$ cat src/rtl/trap_pkg.sv
package trap_pkg;

  localparam int XLEN = 32;
  localparam int REG_IDX_W = 5;

  // status word bit positions; each saved copy sits one bit above its live bit
  localparam int MSR_IE  = 1;
  localparam int MSR_BIP = 3;
  localparam int MSR_EIP = 9;
  localparam int MSR_UM  = 11;
  localparam int MSR_UMS = MSR_UM + 1;
  localparam int MSR_VM  = 13;
  localparam int MSR_VMS = MSR_VM + 1;

  localparam int ESR_DS  = 12;

  typedef enum logic [2:0] {
    KIND_NONE  = 3'd0,
    KIND_HWEXC = 3'd1,
    KIND_MMU   = 3'd2,
    KIND_HWBRK = 3'd3,
    KIND_SWBRK = 3'd4,
    KIND_IRQ   = 3'd5
  } trapKind_e;

  typedef struct packed {
    logic      fire;
    trapKind_e kind;
  } trapStrobe_t;

endpackage

$ cat src/rtl/trap_ctrl.sv
module trap_ctrl
  import trap_pkg::*;
(
  input  logic        trapValid,
  input  logic        evHwExc,
  input  logic        evMmuExc,
  input  logic        evIrq,
  input  logic        evSwBrk,
  input  logic        evHwBrk,
  input  logic        excSupport,
  input  logic        msrIe,
  input  logic        msrEip,
  input  logic        msrBip,
  input  logic        inDelaySlot,
  output trapStrobe_t strobe
);

  logic hwExcOk;
  logic irqOk;

  always_comb begin
    hwExcOk = evHwExc && excSupport;
    irqOk   = evIrq && msrIe && !msrEip && !msrBip && !inDelaySlot;
  end

  always_comb begin
    strobe.kind = KIND_NONE;
    if (hwExcOk)       strobe.kind = KIND_HWEXC;
    else if (evMmuExc) strobe.kind = KIND_MMU;
    else if (evHwBrk)  strobe.kind = KIND_HWBRK;
    else if (evSwBrk)  strobe.kind = KIND_SWBRK;
    else if (irqOk)    strobe.kind = KIND_IRQ;
    strobe.fire = trapValid && (strobe.kind != KIND_NONE);
  end

endmodule

$ cat src/rtl/trap_dp.sv
module trap_dp
  import trap_pkg::*;
#(
  parameter int W = XLEN,
  parameter int IW = REG_IDX_W,
  parameter logic [W-1:0] VEC_EXC = 'h20,
  parameter logic [W-1:0] VEC_IRQ = 'h10,
  parameter logic [W-1:0] VEC_BRK = 'h18,
  parameter int REG_EXC = 17,
  parameter int REG_IRQ = 14,
  parameter int REG_BRK = 16,
  parameter int INSN_BYTES = 4
)(
  input  logic          clk,
  input  logic          rstN,
  input  trapStrobe_t   strobe,
  input  logic [W-1:0]  curPc,
  input  logic [W-1:0]  curMsr,
  input  logic [W-1:0]  curEsr,
  input  logic [W-1:0]  curBtr,
  input  logic          inDelaySlot,
  input  logic          immPrefix,
  input  logic          branchImm,
  input  logic [W-1:0]  branchTarget,
  output logic          takeValid,
  output logic [W-1:0]  newPc,
  output logic [W-1:0]  newMsr,
  output logic [W-1:0]  newEsr,
  output logic [W-1:0]  newBtr,
  output logic          newDelaySlot,
  output logic          newImmPrefix,
  output logic          rfWe,
  output logic [IW-1:0] rfIdx,
  output logic [W-1:0]  rfData
);

  localparam logic [W-1:0] STEP = W'(INSN_BYTES);

  logic [W-1:0]  mmuBack;
  logic [W-1:0]  msrSaved;
  logic [W-1:0]  escEsr;
  logic [W-1:0]  nxPc, nxMsr, nxEsr, nxBtr, nxData;
  logic          nxDs, nxImm, nxWe;
  logic [IW-1:0] nxIdx;

  // rewind distance for a memory-management exception
  always_comb begin
    if (inDelaySlot)    mmuBack = branchImm ? (STEP << 1) : STEP;
    else if (immPrefix) mmuBack = STEP;
    else                mmuBack = '0;
  end

  // mode bits shifted into their saved copies, live copies cleared
  always_comb begin
    msrSaved = curMsr;
    msrSaved[MSR_VMS] = curMsr[MSR_VM];
    msrSaved[MSR_UMS] = curMsr[MSR_UM];
    msrSaved[MSR_VM]  = 1'b0;
    msrSaved[MSR_UM]  = 1'b0;
  end

  always_comb begin
    escEsr = curEsr;
    escEsr[ESR_DS] = inDelaySlot;
  end

  always_comb begin
    nxPc   = newPc;
    nxMsr  = msrSaved;
    nxEsr  = curEsr;
    nxBtr  = curBtr;
    nxDs   = inDelaySlot;
    nxImm  = immPrefix;
    nxWe   = 1'b0;
    nxIdx  = rfIdx;
    nxData = rfData;
    unique case (strobe.kind)
      KIND_HWEXC, KIND_MMU: begin
        nxPc   = VEC_EXC;
        nxMsr[MSR_EIP] = 1'b1;
        nxEsr  = escEsr;
        nxBtr  = inDelaySlot ? branchTarget : curBtr;
        nxDs   = 1'b0;
        nxImm  = 1'b0;
        nxWe   = 1'b1;
        nxIdx  = IW'(REG_EXC);
        nxData = (strobe.kind == KIND_HWEXC) ? curPc + STEP : curPc - mmuBack;
      end
      KIND_IRQ: begin
        nxPc   = VEC_IRQ;
        nxMsr[MSR_IE] = 1'b0;
        nxWe   = 1'b1;
        nxIdx  = IW'(REG_IRQ);
        nxData = curPc;
      end
      KIND_HWBRK: begin
        nxPc   = VEC_BRK;
        nxMsr[MSR_BIP] = 1'b1;
        nxWe   = 1'b1;
        nxIdx  = IW'(REG_BRK);
        nxData = curPc;
      end
      KIND_SWBRK: begin
        nxPc   = branchTarget;
        nxMsr[MSR_BIP] = 1'b1;
      end
      default: ;
    endcase
  end

  always_ff @(posedge clk) begin
    if (!rstN) begin
      takeValid    <= 1'b0;
      rfWe         <= 1'b0;
      newPc        <= '0;
      newMsr       <= '0;
      newEsr       <= '0;
      newBtr       <= '0;
      newDelaySlot <= 1'b0;
      newImmPrefix <= 1'b0;
      rfIdx        <= '0;
      rfData       <= '0;
    end else begin
      takeValid <= strobe.fire;
      rfWe      <= strobe.fire && nxWe;
      if (strobe.fire) begin
        newPc        <= nxPc;
        newMsr       <= nxMsr;
        newEsr       <= nxEsr;
        newBtr       <= nxBtr;
        newDelaySlot <= nxDs;
        newImmPrefix <= nxImm;
        rfIdx        <= nxIdx;
        rfData       <= nxData;
      end
    end
  end

endmodule

$ cat src/rtl/trap_entry_seq.sv
module trap_entry_seq
  import trap_pkg::*;
#(
  parameter int W = XLEN,
  parameter int IW = REG_IDX_W,
  parameter logic [W-1:0] VEC_EXC = 'h20,
  parameter logic [W-1:0] VEC_IRQ = 'h10,
  parameter logic [W-1:0] VEC_BRK = 'h18,
  parameter int REG_EXC = 17,
  parameter int REG_IRQ = 14,
  parameter int REG_BRK = 16
)(
  input  logic          clk,
  input  logic          rstN,
  input  logic          trapValid,
  input  logic          evHwExc,
  input  logic          evMmuExc,
  input  logic          evIrq,
  input  logic          evSwBrk,
  input  logic          evHwBrk,
  input  logic          excSupport,
  input  logic [W-1:0]  curPc,
  input  logic [W-1:0]  curMsr,
  input  logic [W-1:0]  curEsr,
  input  logic [W-1:0]  curBtr,
  input  logic          inDelaySlot,
  input  logic          immPrefix,
  input  logic          branchImm,
  input  logic [W-1:0]  branchTarget,
  output logic          takeValid,
  output logic [W-1:0]  newPc,
  output logic [W-1:0]  newMsr,
  output logic [W-1:0]  newEsr,
  output logic [W-1:0]  newBtr,
  output logic          newDelaySlot,
  output logic          newImmPrefix,
  output logic          rfWe,
  output logic [IW-1:0] rfIdx,
  output logic [W-1:0]  rfData
);

  trapStrobe_t strobe;

  trap_ctrl ctrl_i (
    .trapValid   (trapValid),
    .evHwExc     (evHwExc),
    .evMmuExc    (evMmuExc),
    .evIrq       (evIrq),
    .evSwBrk     (evSwBrk),
    .evHwBrk     (evHwBrk),
    .excSupport  (excSupport),
    .msrIe       (curMsr[MSR_IE]),
    .msrEip      (curMsr[MSR_EIP]),
    .msrBip      (curMsr[MSR_BIP]),
    .inDelaySlot (inDelaySlot),
    .strobe      (strobe)
  );

  trap_dp #(
    .W(W), .IW(IW),
    .VEC_EXC(VEC_EXC), .VEC_IRQ(VEC_IRQ), .VEC_BRK(VEC_BRK),
    .REG_EXC(REG_EXC), .REG_IRQ(REG_IRQ), .REG_BRK(REG_BRK)
  ) dp_i (
    .clk          (clk),
    .rstN         (rstN),
    .strobe       (strobe),
    .curPc        (curPc),
    .curMsr       (curMsr),
    .curEsr       (curEsr),
    .curBtr       (curBtr),
    .inDelaySlot  (inDelaySlot),
    .immPrefix    (immPrefix),
    .branchImm    (branchImm),
    .branchTarget (branchTarget),
    .takeValid    (takeValid),
    .newPc        (newPc),
    .newMsr       (newMsr),
    .newEsr       (newEsr),
    .newBtr       (newBtr),
    .newDelaySlot (newDelaySlot),
    .newImmPrefix (newImmPrefix),
    .rfWe         (rfWe),
    .rfIdx        (rfIdx),
    .rfData       (rfData)
  );

endmodule

$ cat config.mk
export PLATFORM = sky130hd
export DESIGN_NAME = trap_entry_seq
export DESIGN_NICKNAME = d
export VERILOG_FILES = /design/src/rtl/trap_pkg.sv /design/src/rtl/trap_ctrl.sv /design/src/rtl/trap_dp.sv /design/src/rtl/trap_entry_seq.sv
export SDC_FILE = /design/constraint.sdc
export NUM_CORES = 1
export LEC_CHECK = 0
export CORE_ASPECT_RATIO = 1.5
export CORE_MARGIN = 8
export CORE_UTILIZATION = 50
export DETAILED_ROUTE_END_ITERATION = 10
export DONT_BUFFER_PORTS = 1
export PLACE_DENSITY_LB_ADDON = 0.2
export SLEW_MARGIN = 20
export SYNTH_ARGS = -nofsm -noshare
export SYNTH_HDL_FRONTEND = slang
export SYNTH_SLANG_ARGS = --single-unit
$ cat constraint.sdc
create_clock -name clk -period 4.5 [get_ports clk]
set_input_delay 0.225 -clock clk [delete_from_list [all_inputs] [get_ports clk]]
set_output_delay 0.225 -clock clk [all_outputs]
set_load 0.02 [all_outputs]
Yosys cells after proc, flatten, opt, wreduce, memory -nomap -nowiden. Index checks and enable logic that the tools add are counted.

Register bits after elaboration: 167. Latch bits: 0. Memory bits (writable): 0. ROM bits: 0. Input bits: 172. Memories kept: 0.

$add $sub $neg: 2. Multiply operators: 0. Div/mod/pow operators: 0. Order comparisons: 0. Eq/ne operators: 5. Shift-type cells: 0. Multiplexer cells: 21. Bitwise gates (word level): 0. Reductions and logical operators: 21.

Operators by type and width (count): $mux W32 (4); $pmux W32 S4 (1); $pmux W32 S2 (1); $add A32 B3 Y32 const B (1); $sub A32 B32 Y32 (1); $mux W3 (6); $pmux W5 S3 (1); $mux W13 (1); $logic_and A1 B1 Y1 (7); $eq A3 B2 Y1 const B (2); $eq A3 B3 Y1 const B (2); $mux W1 (6); $reduce_and A2 Y1 (3); $reduce_bool A3 Y1 (2); $reduce_or A2 Y1 (3); $mux W4 (1); $reduce_bool A4 Y1 (1); $reduce_or A4 Y1 (1); $eq A3 B1 Y1 const B (1); $logic_not A1 Y1 (3); $reduce_bool A2 Y1 (1).

Logic depth before layout (Yosys ltp).
Word-level depth: 13. Gate-level depth with buffers: 13. Gate-level depth less buffers: 11.

Modules after synthesis. From an unflattened synthesis, not the netlist that was laid out.

Cells, all modules: 993. Area, all modules: 8112.8 sq um.

Modules (own cells, without submodules): trap_dp (instances 1, cells each 981, area each 8031.5 sq um); trap_ctrl (instances 1, cells each 12, area each 81.3 sq um).

Worst setup path before layout. OpenSTA, ideal clock, no wires.

Path kind: input-to-reg. From: input inDelaySlot. To: register dp_i.rfData[28]. Setup time: 0.117 ns. Arrival time: 3.397 ns. Required time: 4.383 ns. Path slack: 0.986 ns. Cell stages on the path: 13. Path buffers: 3. Cells stage by stage: clkbuf_1 -> clkbuf_1 -> mux2i_1 -> ha_1 -> and2_1 -> fa_1 -> clkbuf_1 -> nor4_1 -> a31oi_1 -> o221ai_2 -> nor4_1 -> or3_1 -> a32o_1.

Cells in the longest elaborated chain, start to end: 11. Elaborated cells between the ends (all ways): 21. Classes of those cells: add/sub: 1; eq/ne: 4; mux: 8; reduce/logical: 8.

RTL lines: start: declaration (RTL line trap_entry_seq.sv:26) `input logic inDelaySlot,`; parallel branches: the longest is 11 deep, another holds $sub A32 B32 Y32; end signal: assignment (RTL line trap_dp.sv:134) `rfData <= nxData;`; end: declaration (RTL line trap_dp.sv:34) `output logic [W-1:0] rfData`.

Several ways; the timed one is not identified. A chain may end at the register's enable or synchronous reset.

Final worst setup path.
From: input curMsr[9]. To: register dp_i.newBtr[16].

Cells in the longest elaborated chain, start to end: 12. Elaborated cells between the ends (all ways): 15. Classes of those cells: eq/ne: 2; mux: 6; reduce/logical: 7.

RTL lines: start: declaration (RTL line trap_entry_seq.sv:23) `input logic [W-1:0] curMsr,`; $logic_not A1 Y1 (*) (RTL line trap_ctrl.sv:23) `irqOk = evIrq && msrIe && !msrEip && !msrBip && !inDelaySlot;`; $logic_and A1 B1 Y1 (*) (3 in a row) (RTL line trap_ctrl.sv:23); $mux W3 (*) (RTL line trap_ctrl.sv:32) `else if (irqOk) strobe.kind = KIND_IRQ;`; $mux W3 (*) (RTL line trap_ctrl.sv:31) `else if (evSwBrk) strobe.kind = KIND_SWBRK;`; $mux W3 (*) (RTL line trap_ctrl.sv:30) `else if (evHwBrk) strobe.kind = KIND_HWBRK;`; $mux W3 (*) (RTL line trap_ctrl.sv:29) `else if (evMmuExc) strobe.kind = KIND_MMU;`; $mux W3 (*) (RTL line trap_ctrl.sv:28) `if (hwExcOk) strobe.kind = KIND_HWEXC;`; $eq A3 B2 Y1 or $eq A3 B1 Y1 (tied branches) (RTL line trap_dp.sv:77) `unique case (strobe.kind)`; $reduce_or A2 Y1 (RTL line trap_dp.sv:77); $mux W32 (RTL line trap_dp.sv:77); end signal: assignment (RTL line trap_dp.sv:130) `newBtr <= nxBtr;`; end: declaration (RTL line trap_dp.sv:29) `output logic [W-1:0] newBtr,`.

Every way passes the cells marked *; elsewhere a longest branch is shown, timed or not.

==> flow_metrics.env <==
export IMPL_status="finished, final reports clean"
export IMPL_die_x_microns=117
export IMPL_path_buf_inv=2
export IMPL_seqCellArea_sq_um=3300
export IMPL_max_stage_delay_ns=0.88
export IMPL_dpl_cell_count=1080
export IMPL_place_detailed_hpwl_microns=20100
export IMPL_finalClockSkew_ns=0
export IMPL_leakage_uw=0.00368
export IMPL_fin_cells=1271
export IMPL_dieArea_sq_um=19700
export IMPL_fmax_ghz=0.330
export IMPL_cts_tree="done"
export IMPL_setup_viol=0
export IMPL_routabilityCongestion=0.909
export IMPL_yosys_area_share_simple_pct=26.1
export IMPL_synthTopCellsByCount="nand2_1 (187), dfxtp_1 (165), a21oi_1 (79)"
export IMPL_netlist_instances=963
export IMPL_rsz0062_at_grt="no"
export IMPL_crit_chain="nand3b_1 > nor3_1 > o31a_2 > buf_4 > nor2_1 > a311oi_1 > dlygate4sd3_1"
export IMPL_critPathCaptureType="flop"
export IMPL_grt_pass1_vias=8090
export IMPL_ys_types=63
export IMPL_postRouteAntennaNets=0
export IMPL_antenna_found_initial=4
export IMPL_root_buffer="clkbuf_16"
export IMPL_synth_most_common_cell="nand2_1"
export IMPL_grt_remaining_overflow=0
export IMPL_synth_area_mux_share_pct=1.56
export IMPL_ys_ff_latch=165
export IMPL_syn_area_sq_um=7680
export IMPL_ys_seq_area_share_pct=43.0
export IMPL_regToRegSetupSlack_ns=2.90
export IMPL_cpLargestDelayFamily="buffers and inverters"
export IMPL_vias_per_cell=6.34
export IMPL_start_kind="input port"
export IMPL_yosysWarnings=0
export IMPL_portBuffers=0
export IMPL_layout_drive_gt1_share_pct=5.34
export IMPL_arrival_ns=3.40
export IMPL_clock_sinks=165
export IMPL_maxCapViolCount=0
export IMPL_htree_levels=4
export IMPL_hp_class="input port to flop"
export IMPL_setup_worst_path_end="dp_i.newBtr[16]$_SDFFE_PN0P_"
export IMPL_cts_hold_buffers=156
export IMPL_synth_area_leaders="dfxtp_1 (43%), nand2_1 (9.1%), a21oi_1 (5.1%)"
export IMPL_cp_max_fo=103
export IMPL_cts_made_buffers=17
export IMPL_synth_top_cell_area_share_pct=43.0
export IMPL_maxSlewViolCount=0
export IMPL_cts_resized=0
export IMPL_syn_area_per_cell_sq_um=7.98
export IMPL_grt_max_degree=104
export IMPL_nNetsFinal=1232
export IMPL_clkLatencyLatePin_ns=0.42
export IMPL_dpl_worst_slack_ns=1.20
export IMPL_synth_xor_area_share_pct=2.17
export IMPL_num_io_pins=341
export IMPL_cts_setup_buffers=0
export IMPL_max_vdd_ir_drop_uv=169
export IMPL_worstPathRequired_ns=4.86
export IMPL_finalCritPeriodShare_pct=67.4
export IMPL_worstMarginPinSlew_ns=1.04
export IMPL_slowest_stage="buf_4"
export IMPL_rows=55
export IMPL_drc=0
export IMPL_core_sq_um=15100
export IMPL_utilization_pct=65.2
export IMPL_synth_compound_area_share_pct=21.2
export IMPL_vias=8062
export IMPL_max_slew_margin_pct=30.6
export IMPL_drt_first_iter_violations=997
export IMPL_clkTransAtPathRegs_ns=0.07
export IMPL_timing_final_ws_setup_ns=1.47
export IMPL_async_reset_ff_share_pct=0
export IMPL_n_fill_cell=1222
export IMPL_grt_usage_pct=30.1
export IMPL_path_class="input port to flop"
export IMPL_grt_pass1_wl_microns=45900
export IMPL_worst_r2r_path_depth=3
export IMPL_setup_tns_ns=0
export IMPL_power_uw=3710
export IMPL_period_minus_slack_ns=3.03
export IMPL_wl_per_cell_microns=24.1
export IMPL_synth_edf_count=0
export IMPL_hold_viol_final=0
export IMPL_path_depth=7
export IMPL_drt_total_wl_microns=30600
export IMPL_synth_top_area_cell="dfxtp_1"
export IMPL_p_per_area_nw_per_um2=377
export IMPL_synth_top_family_by_area="simple AND/OR/NAND/NOR gates"
export IMPL_area_growth_pct=27.9
export IMPL_r2r_end="dp_i.newBtr[16]$_SDFFE_PN0P_"
export IMPL_synth_ff_type="dfxtp_1"
export IMPL_synthAdderAreaFrac_pct=0.749
export IMPL_r2r_start="dp_i.newBtr[16]$_SDFFE_PN0P_"
export IMPL_drt_pass1_iterations=5
export IMPL_initial_utilization_pct=51.0
export IMPL_cts_buffer_depth=2
export IMPL_die_height_microns=168
export IMPL_crit_path_start="curMsr[9]"
export IMPL_multiInputGateArea_sq_um=4010
sequential cells by signal, indices dropped and copies added (netlist names):
name	cells
dp_i.rfData	32
dp_i.newPc	32
dp_i.newEsr	32
dp_i.takeValid	1
dp_i.newBtr	32
dp_i.rfIdx	3
dp_i.newImmPrefix	1
dp_i.newDelaySlot	1
dp_i.rfWe	1
dp_i.newMsr	30
placed cells by master, fill, tap and decap left out, types with 11 or more instances in the layout:
master | netlist | final
o21ai_0 | 25 | 25
a22o_1 | 33 | 33
xor2_1 | 12 | 12
nor2_1 | 78 | 76
a21oi_1 | 79 | 79
nor4_1 | 13 | 13
nand2_1 | 187 | 187
a311oi_1 | 35 | 35
nor3_1 | 25 | 25
buf_4 | 4 | 11
dlygate4sd3_1 | 0 | 156
clkbuf_16 | 0 | 17
nand3_1 | 59 | 59
mux2i_1 | 12 | 12
a211oi_1 | 15 | 15
dfxtp_1 | 165 | 165
nand4_1 | 19 | 19
worst register-to-register path: cells and delay by family (launching register included):
kind / cells / cell delay [ns]
flops: 1 / 0.48
buf+inv: 1 / 0.60
compound gates: 1 / 0.36
simple gates: 1 / 0.12
layer usage:
| layer | wire length, microns | vias up | part of all wire, % | track usage (%) |
|---|---|---|---|---|
| met5 | 0 | - | 0 | 0 |
| met4 | 2070 | 0 | 6.7 | 21.8 |
| met3 | 3570 | 128 | 12 | 11.0 |
| met2 | 14800 | 495 | 48 | 48.9 |
| met1 | 10200 | 3770 | 33 | 30.9 |
| li1 | - | 3669 | - | - |
final cells by class:
cell class	count	share of cell area, %
Multi-Input combinational cell	701	40.8
Sequential cell	165	33.6
Timing Repair Buffer	167	16.7
Clock buffer	17	4.33
Tap cell	199	2.53
Clock inverter	14	1.71
Inverter	4	0.178
Antenna cell	4	0.102
where the power goes:
| group | internal [uW] | switching (uW) |
|---|---|---|
| clock | 836 | 664 |
| sequential | 1550 | 184 |
| combinational | 212 | 264 |
| total | 2600 | 1110 |
metrics by stage:
| step | instance area, sq um | hold WS, ns |
|---|---|---|
| detailed placement | 7660 | 0.354 |
| global route | 9830 | 0.00716 |
| CTS | 9810 | 0.000145 |
| floorplan | 7690 | 0.350 |
| global placement | 7660 | 0.352 |
| finish | 9830 | 0.0179 |
logic make-up after synthesis:
family / after synthesis
other cells: 1
simple gates: 432
fa+ha+maj: 4
buf+inv: 98
xor+xnor: 19
flops: 165
compound gates: 232
mux: 12
worst min path at each step:
stage | startpoint | end | slack, ns | cells past startpoint
6_report | curPc[6] | dp_i.rfData[6]$_SDFFE_PN0P_ | 0.02 | 2
5_1_grt | curPc[13] | dp_i.rfData[13]$_SDFFE_PN0P_ | 0.007 | 2
4_1_cts | inDelaySlot | dp_i.newBtr[13]$_SDFFE_PN0P_ | 0.0001 | 2
3_5_place_dp | branchTarget[11] | dp_i.newPc[11]$_SDFFE_PN0P_ | 0.35 | 1
3_3_place_gp | branchTarget[15] | dp_i.newPc[15]$_SDFFE_PN0P_ | 0.35 | 1
2_1_floorplan | branchTarget[0] | dp_i.newPc[0]$_SDFFE_PN0P_ | 0.35 | 1
Note: power is estimated with default switching activity, not from simulation.
